--- src/rtl/pdiv_pkg.sv ---
package pdiv_pkg;
  typedef enum logic {
    SEL_FINE   = 1'b0,
    SEL_COARSE = 1'b1
  } tgt_e;

  function automatic tgt_e tgt_flip(input tgt_e t);
    return (t == SEL_FINE) ? SEL_COARSE : SEL_FINE;
  endfunction
endpackage

--- src/rtl/pdiv_prescaler.sv ---
module pdiv_prescaler #(
  parameter int BASE = 32
) (
  input  logic clk,
  input  logic rst_n,
  input  logic clr,
  input  logic mode,
  output logic tick
);
  localparam int PW = $clog2(BASE + 1);
  localparam logic [PW-1:0] TERM_LO = PW'(BASE - 1);
  localparam logic [PW-1:0] TERM_HI = PW'(BASE);

  logic [PW-1:0] pcnt;
  logic [PW-1:0] term;

  // mode only changes on the edge where pcnt wraps, so a period is never cut short
  assign term = mode ? TERM_HI : TERM_LO;
  assign tick = (pcnt == term);

  always_ff @(posedge clk or negedge rst_n) begin
    if (!rst_n)     pcnt <= '0;
    else if (clr)   pcnt <= '0;
    else if (tick)  pcnt <= '0;
    else            pcnt <= pcnt + 1'b1;
  end
endmodule

--- src/rtl/pdiv_steer.sv ---
module pdiv_steer
  import pdiv_pkg::*;
#(
  parameter int CNT_W = 8
) (
  input  logic             clk,
  input  logic             rst_n,
  input  logic             clr,
  input  logic             tick,
  input  logic [CNT_W-1:0] cr,
  input  logic [CNT_W-1:0] fr,
  output logic             mode,
  output logic             hit,
  output logic             fine_stb,
  output logic             coarse_stb
);
  logic [CNT_W-1:0] cnt;
  logic [CNT_W-1:0] target;
  tgt_e             sel;
  logic             eq;
  logic             fine_hit;
  logic             coarse_hit;

  // one comparator, shared between the two targets
  assign target     = (sel == SEL_COARSE) ? cr : fr;
  assign eq         = (cnt == target);
  assign hit        = tick & eq;
  assign fine_hit   = hit & (sel == SEL_FINE);
  assign coarse_hit = hit & (sel == SEL_COARSE);

  always_ff @(posedge clk or negedge rst_n) begin
    if (!rst_n) begin
      cnt        <= '0;
      sel        <= SEL_FINE;
      mode       <= 1'b1;
      fine_stb   <= 1'b0;
      coarse_stb <= 1'b0;
    end else if (clr) begin
      cnt        <= '0;
      sel        <= SEL_FINE;
      mode       <= 1'b1;
      fine_stb   <= 1'b0;
      coarse_stb <= 1'b0;
    end else if (tick) begin
      fine_stb   <= fine_hit;
      coarse_stb <= coarse_hit;
      if (hit) sel <= tgt_flip(sel);
      if (coarse_hit) begin
        cnt  <= '0;
        mode <= 1'b1;
      end else begin
        cnt <= cnt + 1'b1;
        if (fine_hit) mode <= 1'b0;
      end
    end
  end
endmodule

--- src/rtl/pdiv_toggle.sv ---
module pdiv_toggle (
  input  logic clk,
  input  logic rst_n,
  input  logic clr,
  input  logic pulse,
  output logic q
);
  always_ff @(posedge clk or negedge rst_n) begin
    if (!rst_n)      q <= 1'b0;
    else if (clr)    q <= 1'b0;
    else if (pulse)  q <= ~q;
  end
endmodule

--- src/rtl/pdiv_cf_top.sv ---
module pdiv_cf_top #(
  parameter int CNT_W    = 8,
  parameter int PRE_BASE = 32
) (
  input  logic             clk_in,
  input  logic             rst_n,
  input  logic [CNT_W-1:0] coarse_val,
  input  logic [CNT_W-1:0] fine_val,
  output logic             clk_out,
  output logic             fine_stb,
  output logic             coarse_stb,
  output logic             mod_sel,
  output logic             cfg_err
);
  logic cfg_bad;
  logic err_q;
  logic pre_tick;
  logic eq_pulse;

  assign cfg_bad = (coarse_val == '0) || (fine_val >= coarse_val);

  always_ff @(posedge clk_in or negedge rst_n) begin
    if (!rst_n) err_q <= 1'b0;
    else        err_q <= cfg_bad;
  end

  pdiv_prescaler #(.BASE(PRE_BASE)) u_pre (
    .clk  (clk_in),
    .rst_n(rst_n),
    .clr  (err_q),
    .mode (mod_sel),
    .tick (pre_tick)
  );

  pdiv_steer #(.CNT_W(CNT_W)) u_steer (
    .clk       (clk_in),
    .rst_n     (rst_n),
    .clr       (err_q),
    .tick      (pre_tick),
    .cr        (coarse_val),
    .fr        (fine_val),
    .mode      (mod_sel),
    .hit       (eq_pulse),
    .fine_stb  (fine_stb),
    .coarse_stb(coarse_stb)
  );

  pdiv_toggle u_div2 (
    .clk  (clk_in),
    .rst_n(rst_n),
    .clr  (err_q),
    .pulse(eq_pulse),
    .q    (clk_out)
  );

  assign cfg_err = err_q;
endmodule

--- config.mk ---
export PLATFORM = sky130hd
export DESIGN_NAME = pdiv_cf_top
export DESIGN_NICKNAME = d
export VERILOG_FILES = /design/src/rtl/pdiv_pkg.sv /design/src/rtl/pdiv_prescaler.sv /design/src/rtl/pdiv_steer.sv /design/src/rtl/pdiv_toggle.sv /design/src/rtl/pdiv_cf_top.sv
export SDC_FILE = /design/constraint.sdc
export NUM_CORES = 1
export LEC_CHECK = 0
export ABC_CLOCK_PERIOD_IN_PS = 2300
export BUFFER_PORTS_ARGS = -buffer_cell sky130_fd_sc_hd__buf_2
export CORE_ASPECT_RATIO = 0.6
export CORE_MARGIN = 3
export CORE_UTILIZATION = 55
export CTS_BUF_LIST = sky130_fd_sc_hd__clkbuf_8 sky130_fd_sc_hd__clkbuf_16
export DETAILED_ROUTE_END_ITERATION = 7
export PLACE_DENSITY = 0.78
export SLEW_MARGIN = 20
export SYNTH_ARGS = -nofsm -noshare
export SYNTH_HDL_FRONTEND = slang
export SYNTH_SLANG_ARGS = --single-unit
--- constraint.sdc ---
create_clock -name clk_in -period 2.3 [get_ports clk_in]
set_input_delay 0 -clock clk_in [delete_from_list [all_inputs] [get_ports clk_in]]
set_output_delay 0 -clock clk_in [all_outputs]
set_load 0.01 [all_outputs]
==> impl_metrics.json <==
{
  "avgRoutedWirePerCell_um": 14.60,
  "cts_made_buffers": 3,
  "ys.flop_type": "dfrtp_1",
  "crit_type": "flop to flop",
  "clk_path_buf_depth": 2,
  "post_dp_cell_area_um2": 1489,
  "io_buffers": 22,
  "first_pass_iters": 4,
  "clkSlewWorstSetupHoldPaths_ns": 0.08,
  "maxCapViolations": 0,
  "clk_latency_ns": 0.26,
  "start_kind": "flop",
  "setup_viol": 0,
  "drcViolationCount": 0,
  "yosysTopAreaCellShare_pct": 34.02,
  "power-per-cell-area_nw_per_um2": 561.5,
  "period_needed_ns": 2.097,
  "hold_path.class": "primary input to flop",
  "power_frac_comb_pct": 15.1,
  "clock_power_share_pct": 39.3,
  "yosysTopAreaCell": "dfrtp_1",
  "antenna_found_initial": 0,
  "core_um2": 2277,
  "netlist_top_cells_area": "dfrtp_1 (34%), ha_1 (9.0%), xnor2_1 (6.3%)",
  "final_cell_mix": "buf_2 (22), dfrtp_1 (19), nor2_1 (15)",
  "worst-path-max-fanout": 13,
  "async_reset_ff_share_pct": 100.0,
  "power_frac_seq_pct": 45.7,
  "drive_above_1_share_pct": 19.51,
  "grt_pass1_wl_um": 4823,
  "fp.dieH_um": 45.05,
  "avgSynthCellArea_um2": 9.773,
  "drt_wl_total_um": 2833,
  "cts.sinks": 20,
  "fin_crit_sh_pct": 91.16,
  "via_count": 1095,
  "internal_power_mw": 0.6655,
  "insertedDiodeCount": 0,
  "cts_resized": 0,
  "grt_max_degree": 21,
  "finalHoldViolCount": 0,
  "min_from": "fine_val[7]",
  "synth_cell_types": 38,
  "viasPerCell": 5.644,
  "cts_tree": "built",
  "layout_commonest_cell": "buf_2",
  "synth-seq-area-share_pct": 35.90,
  "synth_nets": 171,
  "ios": 23,
  "gp_congestion": 0.8128,
  "num_rows": 13,
  "crit_required_ns": 2.45,
  "total_leakage_power_nw": 0.7338,
  "critPathMaxStageDelay_ns": 0.69,
  "vdd_ir_drop_max_mv": 0.3700,
  "grt_use_total_pct": 19.80,
  "gr-total-overflow": 0,
  "worst_pin_slew_ns": 0.5387,
  "rsz0062_at_grt": "false",
  "die-area_um2": 3202,
  "root_buffer": "clkbuf_8",
  "relSlewSlack_pct": 64.09,
  "synth-warning-count": 0,
  "start_util_pct": 61.37,
  "die_x_um": 71.08,
  "synth_area_um2": 1398,
  "arrival_ns": 2.24,
  "worst_setup_path_end_kind": "flop",
  "slowest_stage": "dfrtp_1",
  "status": "completed",
  "p_sw_share_pct": 24.52,
  "drt-initial-drc-count": 55,
  "final_nets": 193,
  "skew_ns": 0.009505,
  "final_area_um2": 1570,
  "max_freq_mhz": 477.0,
  "p_sw_mw": 0.2162,
  "crit_chain": "mux2i_1 > xnor2_1 > nor4_2 > nand3_2 > mux2_1",
  "synth_edf_count": 0,
  "rrSetupSlack_ns": 0.20,
  "grt_pass1_vias": 998,
  "htreeDepth": 1,
  "syn_inst": 143,
  "tns_ns": 0,
  "area_delta_synth_final_pct": 12.35,
  "dp_hpwl_um": 2205,
  "r2r-start": "u_steer.sel$_DFFE_PN0P_",
  "crit_path_start": "u_steer.sel$_DFFE_PN0P_",
  "route.antenna.remaining_nets": 0,
  "drv_slew": 0,
  "synth_seq_cells": 20
}
power by group through the flow:
stage               combinational (mW)  sequential [mW]  clock [mW]
finish                           0.133            0.402       0.346
global route                     0.151            0.407       0.371
CTS                              0.134            0.401       0.352
detailed placement               0.130            0.408           0
global placement                 0.126            0.406           0
floorplan                       0.0911            0.398           0
sequential cells by signal (all words and copies together) (netlist names):
register,cells
u_steer.sel,1
u_steer.coarse_stb,1
u_steer.fine_stb,1
cfg_err,1
u_pre.pcnt,6
u_div2.q,1
u_steer.mode,1
u_steer.cnt,8
stage by stage:
stage	power [mW]	util [%]	worst slack (ns)	instances	hold slack, ns
after floorplan	0.4891	-	0.5035	143	-0.2956
after global placement	0.5315	65.38	0.3032	189	-0.04331
after detailed placement	0.5375	65.38	0.2206	189	-0.03520
after CTS	0.8872	68.96	0.2181	194	0.1513
after global routing	0.9286	68.96	0.09969	194	0.1623
final	0.8817	68.96	0.2034	194	0.1630
final timing paths:
kind	end	depth (start not counted)
min reg2reg	u_steer.fine_stb$_DFFE_PN0P_	2
min in group asynchronous	u_steer.fine_stb$_DFFE_PN0P_	2
max reg2reg	u_div2.q$_DFFE_PN0P_	5
max in group asynchronous	u_steer.mode$_DFFE_PN1P_	2
max	u_div2.q$_DFFE_PN0P_	5
min	cfg_err$_DFF_PN0_	4
area by class of cell:
class | count | area (um2)
sequential | 20 | 501.7
fill | 192 | 706.9
tap | 30 | 37.54
clock inverter | 1 | 30.03
timing repair buffer | 23 | 120.1
clock buffer | 3 | 41.29
inverter | 10 | 37.54
multi-input combinational | 107 | 802.0
synthesized netlist by cell type (2+ instances only):
cell,instances
o31ai_1,7
mux2i_1,8
and2_1,2
and3_1,2
a21oi_1,6
nor4_1,3
ha_1,10
xor2_1,6
xnor2_1,10
dfrtp_1,19
nand3b_1,2
nor2b_1,3
inv_1,10
or3_1,3
buf_6,2
nand4_1,5
a21o_1,2
o21ai_0,3
nor2_1,15
nand2_1,4
mux2_1,2
nand3_1,3
metal layers:
| metal | up-vias | part of all wire, % | global-route usage (%) |
|---|---|---|---|
| li1 | 549 | - | - |
| met1 | 525 | 54 | 31.32 |
| met2 | 19 | 41 | 27.07 |
| met3 | 2 | 4.1 | 5.333 |
| met4 | 0 | 0.28 | 3.371 |
| met5 | - | 0 | 0 |
cells by family (layout without fill, tap and decap cells):
family                   after synthesis  after routing  synth area share, %
AO/OA/AOI/OAI                         21             21                10.03
multiplexers                          10             10                7.341
adder cells (fa/ha/maj)               10             10                8.953
XOR/XNOR                              16             16                10.03
flip-flops                            20             20                35.90
AND/OR/NAND/NOR                       50             50                21.04
buffers and inverters                 16             37                6.714
timing repair:
| item | in CTS | in global routing |
|---|---|---|
| hold endpoints to repair | 19 | 0 |
| hold buffers | 1 | 0 |
| setup buffers | 0 | 0 |
| setup endpoints to repair | 0 | 0 |
worst max-delay path: cells and delay by family, from the launching register on:
kind	cells	cell delay (ns)
XOR/XNOR	1	0.10
AND/OR/NAND/NOR	2	0.58
multiplexers	2	0.61
flip-flops	1	0.69
No activity file was read; power rests on OpenSTA's default activity.
